File: config.mk
export PLATFORM = sky130hd
export DESIGN_NAME = ser_frame_tx
export DESIGN_NICKNAME = d
export VERILOG_FILES = /design/src/rtl/ser_tx_pkg.sv /design/src/rtl/ser_tx_framer.sv /design/src/rtl/ser_tx_seq.sv /design/src/rtl/ser_tx_shift.sv /design/src/rtl/ser_frame_tx.sv
export SDC_FILE = /design/constraint.sdc
export NUM_CORES = 1
export LEC_CHECK = 0
export BUFFER_PORTS_ARGS = -buffer_cell sky130_fd_sc_hd__buf_2
export CAP_MARGIN = 30
export CORE_ASPECT_RATIO = 1.2
export CORE_MARGIN = 3
export CORE_UTILIZATION = 56
export CTS_CLUSTER_SIZE = 20
export DETAILED_ROUTE_END_ITERATION = 10
export PLACE_DENSITY = 0.82
export SETUP_SLACK_MARGIN = 0.5
export SLEW_MARGIN = 20
export SYNTH_ARGS = -nofsm -noshare
export SYNTH_HDL_FRONTEND = slang
export SYNTH_SLANG_ARGS = --single-unit
File: constraint.sdc
create_clock -name clk -period 3.34 [get_ports clk]
set_input_delay 0.167 -clock clk [delete_from_list [all_inputs] [get_ports clk]]
set_output_delay 0.167 -clock clk [all_outputs]
set_load 0.01 [all_outputs]
File: src/rtl/ser_tx_pkg.sv
// Shared types for the serial frame transmitter.
package ser_tx_pkg;
    // Frame format selection as captured from the control inputs.
    typedef struct packed {
        logic nine;     // 1: nine-bit character
        logic par_en;   // 1: parity replaces the top character bit
        logic par_odd;  // 1: odd parity, 0: even parity
    } fmt_t;
endpackage

File: src/rtl/ser_tx_framer.sv
// Builds the complete frame word (LSB is transmitted first) and its bit
// count from a character and a format. Purely combinational; assumes the
// caller loads the result only in the cycle the character is accepted.
module ser_tx_framer
    import ser_tx_pkg::*;
#(
    parameter int CHAR_W  = 8,
    parameter int FRAME_W = CHAR_W + 3,
    parameter int CNT_W   = $clog2(FRAME_W + 1)
) (
    input  logic [CHAR_W-1:0]  data,
    input  logic               bit9,
    input  fmt_t               fmt,
    output logic [FRAME_W-1:0] word,
    output logic [CNT_W-1:0]   len
);
    logic             par_short;   // parity over CHAR_W-1 data bits
    logic             par_long;    // parity over CHAR_W data bits
    logic [CHAR_W-1:0] low_field;  // bits 1..CHAR_W of the frame
    logic             top_bit;     // bit CHAR_W+1: ninth bit or stop

    // Parity of each possible data width, flipped for odd parity.
    always_comb begin
        par_short = (^data[CHAR_W-2:0]) ^ fmt.par_odd;
        par_long  = (^data) ^ fmt.par_odd;
    end

    // Select the character field contents for the chosen format.
    always_comb begin
        low_field = data;
        top_bit   = 1'b1;
        if (fmt.nine) begin
            top_bit = fmt.par_en ? par_long : bit9;
        end else if (fmt.par_en) begin
            low_field = {par_short, data[CHAR_W-2:0]};
        end
    end

    // Assemble start bit, character field, ninth/stop position, stop pad.
    always_comb begin
        word = {1'b1, top_bit, low_field, 1'b0};
        len  = fmt.nine ? CNT_W'(FRAME_W) : CNT_W'(FRAME_W - 1);
    end
endmodule

File: src/rtl/ser_tx_seq.sv
// Frame sequencer: tracks whether a frame is in progress and how many bits
// have been launched. Assumes accept is only raised while idle.
module ser_tx_seq #(
    parameter int FRAME_W = 11,
    parameter int CNT_W   = $clog2(FRAME_W + 1)
) (
    input  logic             clk,
    input  logic             rst_n,
    input  logic             accept,
    input  logic             tick,
    input  logic [CNT_W-1:0] len_in,
    output logic             busy,
    output logic             shift_en,
    output logic [CNT_W-1:0] bit_idx
);
    logic [CNT_W-1:0] len_q;

    // A tick launches the next bit until len_q bits are out.
    always_comb shift_en = busy && tick && (bit_idx != len_q);

    // Busy flag, bit counter and captured length.
    always_ff @(posedge clk) begin
        if (!rst_n) begin
            busy    <= 1'b0;
            bit_idx <= '0;
            len_q   <= '0;
        end else if (accept) begin
            busy    <= 1'b1;
            bit_idx <= '0;
            len_q   <= len_in;
        end else if (busy && tick) begin
            if (bit_idx == len_q) busy <= 1'b0;
            else                  bit_idx <= bit_idx + CNT_W'(1);
        end
    end

    AST_CNT_BOUND: assert property (@(posedge clk) disable iff (!rst_n)
        busy |-> (bit_idx <= len_q)) else $error("bit count past frame");
endmodule

File: src/rtl/ser_tx_shift.sv
// Output shifter: holds the loaded frame and drives txd one bit per launch.
// Assumes load and shift are never raised in the same cycle.
module ser_tx_shift #(
    parameter int FRAME_W = 11
) (
    input  logic               clk,
    input  logic               rst_n,
    input  logic               load,
    input  logic [FRAME_W-1:0] word,
    input  logic               shift,
    input  logic               tick,
    output logic               txd
);
    logic [FRAME_W-1:0] sr;

    // Load a new frame, or move the next bit onto the line.
    always_ff @(posedge clk) begin
        if (!rst_n) begin
            sr  <= '1;
            txd <= 1'b1;
        end else if (load) begin
            sr  <= word;
        end else if (shift) begin
            txd <= sr[0];
            sr  <= {1'b1, sr[FRAME_W-1:1]};
        end
    end

    AST_TXD_HOLD: assert property (@(posedge clk) disable iff (!rst_n)
        !tick |=> $stable(txd)) else $error("txd moved without tick");
endmodule

File: src/rtl/ser_frame_tx.sv
// Configurable-format asynchronous serial transmitter. Accepts a character
// through valid/ready, samples the format at acceptance and sends
// start, character field and stop bits, one per external baud tick.
// Assumes baud_tick is a single-cycle pulse synchronous to clk.
module ser_frame_tx
    import ser_tx_pkg::*;
#(
    parameter int CHAR_W = 8
) (
    input  logic              clk,
    input  logic              rst_n,
    input  logic              baud_tick,
    input  logic              cfg_nine,
    input  logic              cfg_par_en,
    input  logic              cfg_par_odd,
    input  logic              in_valid,
    input  logic [CHAR_W-1:0] in_data,
    input  logic              in_bit9,
    output logic              in_ready,
    output logic              txd
);
    localparam int FRAME_W = CHAR_W + 3;
    localparam int CNT_W   = $clog2(FRAME_W + 1);

    fmt_t               fmt_now;
    logic [FRAME_W-1:0] word;
    logic [CNT_W-1:0]   len;
    logic               accept;
    logic               busy;
    logic               shift_en;
    logic [CNT_W-1:0]   bit_idx;

    // Gather format inputs and the handshake outcome.
    always_comb begin
        fmt_now  = '{nine: cfg_nine, par_en: cfg_par_en, par_odd: cfg_par_odd};
        in_ready = !busy;
        accept   = in_valid && in_ready;
    end

    ser_tx_framer #(.CHAR_W(CHAR_W), .FRAME_W(FRAME_W), .CNT_W(CNT_W)) u_framer (
        .data(in_data), .bit9(in_bit9), .fmt(fmt_now), .word(word), .len(len)
    );

    ser_tx_seq #(.FRAME_W(FRAME_W), .CNT_W(CNT_W)) u_seq (
        .clk(clk), .rst_n(rst_n), .accept(accept), .tick(baud_tick),
        .len_in(len), .busy(busy), .shift_en(shift_en), .bit_idx(bit_idx)
    );

    ser_tx_shift #(.FRAME_W(FRAME_W)) u_shift (
        .clk(clk), .rst_n(rst_n), .load(accept), .word(word),
        .shift(shift_en), .tick(baud_tick), .txd(txd)
    );

    AST_IDLE_HIGH: assert property (@(posedge clk) disable iff (!rst_n)
        in_ready |-> txd) else $error("line low while idle");
    AST_ACCEPT_DROPS_READY: assert property (@(posedge clk) disable iff (!rst_n)
        (in_valid && in_ready) |=> !in_ready) else $error("ready stayed high");
    AST_START_LOW: assert property (@(posedge clk) disable iff (!rst_n)
        (busy && baud_tick && bit_idx == '0) |=> !txd) else $error("no start bit");
    AST_READY_AFTER_STOP: assert property (@(posedge clk) disable iff (!rst_n)
        $rose(in_ready) |-> ($past(baud_tick) && txd)) else $error("bad frame end");
endmodule

==> key figures, run 1 <==
Synth
  – Cells after synthesis: 99
  – Ys flop type: dfxtp_1
  – Synthesized area per cell: ~8.8 um2
  – Synthesized cell area: 873.3 um2
  – Post-synth ARST share: 0%
  – Sequential fraction of the synthesis area: about two fifths
  – Number of synthesized flops with an enable pin: 0
  – Synthesis Warnings: 0
  – Seq cells post-synth: 18
  – Synth cell types: 30
  – Top cells by instance count after synthesis: nand2_1, dfxtp_1, xnor2_1
  – Synth top area share: approximately 41%
  – Post-Syn Nets: ~120
  – Count leader, synth: nand2_1
  – Yosys top cell by area: dfxtp_1
  – Synth top area cells: dfxtp_1, nand2_1, xnor2_1

Min path
  – Hold Path Cell Cnt: 3
  – Hold Crit Endpoint: u_seq.len_q[0]
  – Hold_sp: cfg_nine
  – Worst hold path type: primary input to flop

Setup path
  – Worst r2r dst: u_shift.sr[8]
  – Launching point of the worst reg2reg path: u_seq.bit_idx[1]
  – Crit path arrival time: between 2 and 2.5 ns
  – CP startpoint kind: flop
  – Reg-to-reg slack, setup: between 1.5 and 2 ns
  – Crit path kind: flop to flop
  – Reg2reg path depth: 5
  – Crit Path Max Fanout: 7
  – Required time of the critical path: between 3 and 4 ns
  – Worst setup EP type: flop

Die
  – Initial Util: between 60 and 70%
  – Die area: 0.002071 mm2
  – Placeable Area: ~0.0014 mm2
  – FP Rows: 15
  – Die X: between 40 and 50 um
  – I/O pin count: 18
  – Die Span Y: a little under 50 um

Layout
  – Final Util: about two thirds
  – Layout cells sized above 1: between 20% and 30%
  – Area delta synth->final: 13.04%
  – Diode count: 0
  – Final net count: between 100 and 150

Clocking
  – CTS clk-pin slew, worst paths: about 0.09 ns
  – Post-CTS sizing: 0
  – Post-CTS Repair Setup Buffers: 0
  – Hold-fix buffers, CTS: 0
  – CTS root buf: clkbuf_4
  – CTS Buffer Depth: 2
  – Worst-skew pair later-pin latency: 0.29 ns
  – CTS sink count: 18
  – Clock tree from TritonCTS: done
  – # H-tree levels: 1
  – Total CTS buffers: 3

Power
  – Peak supply drop: 0.2216 mV
  – Pleak: between 0.4 and 0.5 nW
  – Power Density: between 400 and 500 mW/mm2

Routing
  – DR iter-0 viols: 4
  – DR pass1 iterations: 4
  – # DRC: 0
  – Via-to-Cell Ratio: around 5.6
  – Routed len/inst: 12.23 um
  – Via count: 746
  – Post-DRT Antenna Nets: 0
  – Final wirelength: ~1.6 mm

Global routing
  – Global route hottest layer: met2
  – Vias in the first global route: ~700
  – GRT Total Usage: about 18%
  – Grt ovf: 0
  – Global-route wire length before repair: approximately 2.8 mm
  – Initial antenna violation count: 0
  – Met2 usage: about a third
  – Largest net degree at the start of global routing: 17
  – Met3 GRT Util: between 3 and 4%
  – GRT met1 Usage: about a fifth

STA
  – Highest Clock Rate: around 550 MHz
  – Rel. slew slack: 65.12%
  – Setup TNS: 0 ns
  – Worst Skew: roughly 0.0073 ns
  – RSZ-0062 raised after global routing: false
  – Final Max Slew Viols: 0
  – Period Utilization, post-route: 54.59%
  – Setup ws final: between 1.5 and 2 ns
  – Min Clock Period, post-route: 1.823 ns
  – # setup viols final: 0
  – Worst Max-Slew Pin Slew: about 0.52 ns
  – Hold Vio Cnt, Final: 0

Placement
  – GP Congestion: 0.7717
  – Placement Setup Slack: 1.540 ns
  – IO Port Bufs: 17
  – HPWL after DPL: ~1.2 mm

Flow run
  – Max cap viols: 0

Run status
  – Status: finished, final reports clean
## area by class of cell
type	instances	area, um2
inverters	2	7.507
multi-input cells	75	483.0
flip-flops and latches	18	360.3
clock buffers	3	22.52
well taps	17	21.27
fillers	132	457.9
repair buffers	18	92.59
## state kept, by name (all words and copies together), names as in the netlist
signal,cells
u_shift.sr,10
u_seq.bit_idx,4
u_seq.len_q,2
u_seq.busy,1
u_shift.txd,1
## layer usage
layer | vias to the layer above | wire, um
met5 | - | 0
met4 | 0 | 29
met3 | 5 | 83
met2 | 16 | 817
met1 | 343 | 697
li1 | 382 | -
## worst max path at each step
stage / from / slack, ns / depth (start not counted) / to
2_1_floorplan: u_seq.bit_idx[1] / 1.59 / 5 / u_shift.sr[1]
4_1_cts: u_seq.bit_idx[1] / 1.50 / 5 / u_shift.sr[8]
3_3_place_gp: u_seq.bit_idx[1] / 1.60 / 4 / u_shift.sr[7]
3_5_place_dp: u_seq.bit_idx[1] / 1.54 / 5 / u_shift.sr[8]
6_report: u_seq.bit_idx[1] / 1.52 / 5 / u_shift.sr[8]
5_1_grt: u_seq.bit_idx[1] / 1.40 / 5 / u_shift.sr[8]
## report_power, final
| part | switching, mW | internal, mW |
|---|---|---|
| sequential | 0.00974 | 0.229 |
| combinational | 0.0405 | 0.0407 |
| clock | 0.0610 | 0.0419 |
## critical path, cell delays in order (launching register included)
cell and delay [ns]:
dfxtp_1 0.35, or3_1 0.38, a211o_1 0.36, a21oi_1 0.45
a22oi_1 0.13, nand3_1 0.11
## cells by family after synthesis
family / count (synthesis) / share of synthesized area, %
AOI/OAI and AO/OA: 20 / 18.05
xor gates and xnor gates: 11 / 11.03
adders and majority gates: 1 / 1.432
buffers and inverters: 6 / 3.439
DFF: 18 / 41.26
muxes: 3 / 3.582
and+or+nand+nor: 40 / 21.20
## per-stage QoR
step / area (um2) / cells / hold WS [ns] / power (mW)
floorplan: 873.3 / 99 / 0.3120 / 0.3007
global placement: 964.7 / 130 / 0.4431 / 0.3235
detailed placement: 964.7 / 130 / 0.4477 / 0.3257
CTS: 987.2 / 133 / 0.1389 / 0.4276
global route: 987.2 / 133 / 0.1417 / 0.4483
finish: 987.2 / 133 / 0.1421 / 0.4233
## placed cells by master (no fill, tap or decap), types with 2 or more instances in the layout
cell	count
a21oi_1	4
mux2i_1	2
buf_2	17
o211ai_1	2
nand3_1	4
nor2_1	4
nand2_1	21
nand2b_1	3
inv_1	2
nor2b_1	2
a21boi_0	2
xor2_1	3
clkbuf_4	3
xnor2_1	8
dfxtp_1	18
a221o_1	6
(Power assumes the default switching activity.)
==> run 2, diff against run 1 <==
CORE_UTILIZATION = 47   (was 56)
PLACE_DENSITY = 0.74   (was 0.82)
clock period = 1.5 ns   (was 3.34 ns; I/O delays follow)
==> key figures, run 2 (same netlist as run 1, synthesis figures left out) <==
Routing
  – Routed len/inst: 14.88 um (+22%)
  – Via-to-Cell Ratio: 5.697 (+1.6%)
  – Via count: 866 (+16%)
  – Post-DRT Antenna Nets: 0 (unchanged)
  – Final wirelength: 2.261 mm (+39%)
  – DR pass1 iterations: 4 (unchanged)
  – # DRC: 0 (unchanged)
  – DR iter-0 viols: 21 (+17)

Layout
  – Area delta synth->final: 42.41%
  – Final net count: 152 (+13%)
  – Top Registers: u_shift.sr x10, u_seq.bit_idx x4, u_seq.len_q x2
  – Layout cells sized above 1: 42.54% (+22 points)
  – Layout fillers: 137 (+3.8%)
  – Most common cell after layout, fill and taps aside: nand2_1
  – Max reg flops: 10 (unchanged)
  – Most frequent cells in the layout: nand2_1, buf_2, dfxtp_1
  – Diode count: 0 (unchanged)
  – Final Util: 73.09% (+4.8 points)
  – Biggest register: u_shift.sr
  – Post-Layout Cell Count: 152 (+14%)

Setup path
  – Slowest CP cell: or3_1
  – Top cell family by delay on the critical path: compound AO/OA/AOI/OAI gates
  – Crit path largest cell delay: 0.36 ns (-0.09 ns)
  – Crit path arrival time: 1.90 ns (-0.15 ns)
  – CP startpoint kind: flop
  – WP buf/inv: 0 (unchanged)
  – Reg-to-reg slack, setup: -0.22 ns (-1.73 ns)
  – Crit path kind: flop to flop
  – Critical-path cell list: or3_1 -> a211o_1 -> and2_4 -> a221o_1
  – Required time of the critical path: 1.68 ns (-1.89 ns)
  – Worst setup EP type: flop
  – Crit Path Max Fanout: 7 (unchanged)

Placement
  – Placement Setup Slack: -0.1387 ns (-1.679 ns)
  – HPWL after DPL: 1.313 mm (+7.1%)
  – IO Port Bufs: 17 (unchanged)
  – Placed cells: 139 (+6.9%)
  – GP Congestion: 0.7237 (-6.2%)

Clocking
  – CTS Buffer Depth: 2 (unchanged)
  – Clock tree from TritonCTS: done
  – Worst-skew pair later-pin latency: 0.29 ns (about the same)
  – CTS root buf: clkbuf_4
  – CTS clk-pin slew, worst paths: 0.11 ns (+0.02 ns)
  – CTS sink count: 18 (unchanged)
  – # H-tree levels: 1 (unchanged)
  – Hold-fix buffers, CTS: 0 (unchanged)
  – Total CTS buffers: 3 (unchanged)

STA
  – Period Utilization, post-route: 114.6% (+60 points)
  – Hold Vio Cnt, Final: 0 (unchanged)
  – Setup ws final: -0.2183 ns (-1.735 ns)
  – RSZ-0062 raised after global routing: true
  – Highest Clock Rate: 582.0 MHz (+6.1%)
  – Final Max Slew Viols: 0 (unchanged)
  – Worst Max-Slew Pin Slew: 0.2825 ns (-0.2408 ns)
  – Min Hold Slack: 0.02716 ns (-0.1150 ns)
  – Rel. slew slack: 81.17% (+16 points)
  – Min Clock Period, post-route: 1.718 ns (-0.1051 ns)
  – Worst Skew: 0.008995 ns (+0.001658 ns)
  – # setup viols final: 15 (+15)

Die
  – I/O pin count: 18 (unchanged)
  – Die area: 0.002414 mm2 (+17%)
  – Die Span Y: 53.22 um (+8.0%)
  – FP Rows: 16 (+1)
  – Initial Util: 51.32% (-9.1 points)
  – Placeable Area: 0.001702 mm2 (+18%)
  – Die X: 45.35 um (+7.8%)

Global routing
  – GRT Total Usage: 18.93% (+1.3 points)
  – Vias in the first global route: 828 (+18%)
  – Grt ovf: 0 (unchanged)
  – Global-route wire length before repair: 3.387 mm (+20%)
  – Largest net degree at the start of global routing: 17 (unchanged)
  – Initial antenna violation count: 0 (unchanged)

Min path
  – Worst hold path type: primary input to flop

Power
  – Peak supply drop: 0.7262 mV (+230%)
  – Pleak: 0.5398 nW (+29%)
  – Power Density: 887.0 mW/mm2 (+110%)

Flow run
  – Max cap viols: 0 (unchanged)

Run status
  – Status: finished, violations left
  – Failing checks: setup timing
run 2: cell types whose count changed in the layout (fill, tap and decap cells not counted), moves of 2 or more:
cell      before  now
buf_6          0   12
buf_4          1    5
nand2_2        0    3
a21boi_0       2    0
nand2_1       21   18
dfxtp_2        0    4
dfxtp_1       18   14
run 2: final timing paths:
path | startpoint | to | cells after the start
min reg2reg | u_seq.len_q[0] | u_seq.len_q[0] | 2
min | cfg_nine | u_seq.len_q[0] | 3
max reg2reg | u_seq.bit_idx[1] | u_shift.sr[5] | 4
max | u_seq.bit_idx[1] | u_shift.sr[5] | 4
run 2: metal layers:
metal	track usage [%]	part of all wire [%]	wire [um]
met5	0	0	0
met4	1.463	1.6	37
met3	5.442	5.5	124
met2	34.91	49	1110
met1	21.90	44	989
run 2: cell type report:
type	instances	area [um2]	area share, %
Multi-Input combinational cell	76	536.8	43.16
Clock buffer	4	36.28	2.918
Timing Repair Buffer	34	272.8	21.93
Sequential cell	18	365.4	29.38
Tap cell	18	22.52	1.811
Inverter	2	10.01	0.8048
run 2: timing repair:
action,4_1_cts,5_1_grt
gates cloned,2,0
gates resized for setup,17,16
setup endpoints to repair,19,19
setup buffers,5,2
pin swaps,0,10
run 2: tightest hold or removal path, cell delays in order:
cell      delay, ns
buf_2          0.11
nand2_2        0.05
a21boi_1       0.04
run 2: per-stage QoR:
stage,area (um2),TNS [ns],total power [mW]
6_report,1244,-2.264,1.103
2_1_floorplan,875.8,-1.274,0.6705
3_3_place_gp,1027,-0.6529,0.7381
3_5_place_dp,1027,-0.8961,0.7441
4_1_cts,1170,-1.176,1.074
5_1_grt,1244,-3.374,1.157
run 2: where the power goes:
group	internal (mW)	switching [mW]	leakage, nW
combinational	0.148	0.125	0.369
sequential	0.512	0.0224	0.150
clock	0.148	0.148	0.0210
total	0.808	0.296	0.540
==> run 3, diff against run 2 <==
CORE_UTILIZATION = 43   (was 47)
PLACE_DENSITY = 0.69   (was 0.74)
SKIP_CTS_REPAIR_TIMING = 1   (was not set)
==> key figures, run 3 (same netlist as run 1, synthesis figures left out) <==
Setup path
  – Top cell family by delay on the critical path: simple AND/OR/NAND/NOR gates
  – Worst setup EP type: flop
  – Crit Path Max Fanout: 7 (unchanged)
  – Reg-to-reg slack, setup: -0.15 ns (+0.07 ns)
  – Crit path kind: flop to flop
  – Required time of the critical path: 1.70 ns (+0.02 ns)
  – WP buf/inv: 1 (+1)
  – Crit path largest cell delay: 0.36 ns (about the same)
  – Crit path launch: u_seq.len_q[1]
  – Launching point of the worst reg2reg path: u_seq.len_q[1]
  – Slowest CP cell: or3_1
  – Critical-path cell list: or3_1 -> a211o_1 -> and2_4 -> buf_4 -> mux2i_1 -> nor2_1
  – CP startpoint kind: flop
  – Crit path arrival time: 1.85 ns (-0.05 ns)

Routing
  – DR pass1 iterations: 4 (unchanged)
  – # DRC: 0 (unchanged)
  – Post-DRT Antenna Nets: 0 (unchanged)
  – DR iter-0 viols: 15 (-29%)
  – Final wirelength: 1.847 mm (-18%)
  – Via count: 773 (-11%)
  – Routed len/inst: 12.48 um (-16%)
  – Via-to-Cell Ratio: 5.223 (-8.3%)

Layout
  – Biggest register: u_shift.sr
  – Top Registers: u_shift.sr x10, u_seq.bit_idx x4, u_seq.len_q x2
  – Layout cells sized above 1: 35.66% (-6.9 points)
  – Most common cell after layout, fill and taps aside: nand2_1
  – Max reg flops: 10 (unchanged)
  – Final net count: 147 (-3.3%)
  – Diode count: 0 (unchanged)
  – Most frequent cells in the layout: nand2_1, buf_2, dfxtp_1
  – Final Cell Area: 0.001136 mm2 (-8.7%)
  – Area delta synth->final: 30.09%

STA
  – Worst Max-Slew Pin Slew: 0.2598 ns (-0.02273 ns)
  – Worst Skew: 0.002602 ns (-0.006393 ns)
  – RSZ-0062 raised after global routing: true
  – Highest Clock Rate: 606.3 MHz (+4.2%)
  – Setup ws final: -0.1492 ns (+0.06906 ns)
  – Rel. slew slack: 82.68% (+1.5 points)
  – Final Max Slew Viols: 0 (unchanged)
  – Hold Vio Cnt, Final: 0 (unchanged)
  – # setup viols final: 12 (-3)
  – Period Utilization, post-route: 109.9% (-4.6 points)
  – Min Clock Period, post-route: 1.649 ns (-0.06906 ns)

Global routing
  – Initial antenna violation count: 0 (unchanged)
  – Largest net degree at the start of global routing: 17 (unchanged)
  – Vias in the first global route: 728 (-12%)
  – Grt ovf: 0 (unchanged)
  – Global-route wire length before repair: 2.987 mm (-12%)
  – GRT Total Usage: 15.57% (-3.4 points)

Run status
  – Failing checks: setup timing
  – Status: finished, violations left

Clocking
  – CTS sink count: 18 (unchanged)
  – Total CTS buffers: 3 (unchanged)
  – # H-tree levels: 1 (unchanged)
  – CTS clk-pin slew, worst paths: 0.10 ns (about the same)
  – Worst-skew pair later-pin latency: 0.30 ns (about the same)
  – CTS root buf: clkbuf_4
  – CTS Buffer Depth: 2 (unchanged)
  – Clock tree from TritonCTS: done

Die
  – Placeable Area: 0.001872 mm2 (+10%)
  – Die area: 0.002610 mm2 (+8.1%)
  – Die X: 47.14 um (+3.9%)
  – FP Rows: 17 (+1)
  – Die Span Y: 55.37 um (+4.0%)
  – I/O pin count: 18 (unchanged)
  – Initial Util: 46.66% (-4.7 points)

Placement
  – IO Port Bufs: 17 (unchanged)
  – HPWL after DPL: 1.284 mm (-2.2%)
  – Dpl cell area: 0.001028 mm2 (+0.12%)
  – GP Congestion: 0.7713 (+6.6%)

Power
  – Power Density: 930.9 mW/mm2 (+4.9%)
  – Total power: 1.058 mW (-4.1%)
  – Peak supply drop: 0.5233 mV (-28%)
  – Pleak: 0.4929 nW (-8.7%)

Min path
  – Worst hold path type: primary input to flop
  – Hold_sp: cfg_nine

Flow run
  – Max cap viols: 0 (unchanged)
run 3: cell count changes in the layout (fill, tap and decap cells not counted), sizes merged:
cell and delta:
buf -5
run 3: final timing paths:
kind                      endpoint  cells after the start
setup / recovery  u_seq.bit_idx[1]                      6
hold reg to reg     u_seq.len_q[0]                      2
hold / removal      u_seq.len_q[0]                      3
setup reg to reg  u_seq.bit_idx[1]                      6
run 3: power by group:
group          leakage (nW)  switching (mW)  internal (mW)
combinational         0.322           0.107          0.119
sequential            0.150          0.0190          0.511
clock                0.0210           0.153          0.148
run 3: area by class of cell:
type                    instances  area [um2]
clock buffers                   4       36.28
fillers                       171       735.7
inverters                       2       7.507
multi-input cells              76       518.0
flip-flops and latches         18       364.1
well taps                      19       23.77
repair buffers                 29       186.4
run 3: worst reg2reg max path, cell delays in order, from the launching register on:
cell and delay [ns]:
dfxtp_2 0.33, or3_1 0.36, a211o_1 0.31, and2_4 0.21, buf_4 0.14, mux2i_1 0.16
nor2_1 0.05
run 3: through the flow:
step                util [%]  TNS, ns  hold WS [ns]  std cells  setup WS (ns)
floorplan                  -   -1.274        0.2200         99        -0.1796
global placement       54.95  -0.6956        0.3483        140       -0.09543
detailed placement     54.95  -0.7940        0.3507        140        -0.1115
CTS                    56.89   -1.023       0.02018        144        -0.1468
global route           60.70   -2.011       0.01971        148        -0.2218
finish                 60.70   -1.262       0.02819        148        -0.1492
run 3: per-layer routing:
layer  vias to the layer above  routed length [um]  track usage, %
met1                       342                 822           19.88
met2                        17                 911           23.30
li1                        409                   -               -
met4                         0                  44           9.091
met5                         -                   0               0
met3                         5                  69           2.932
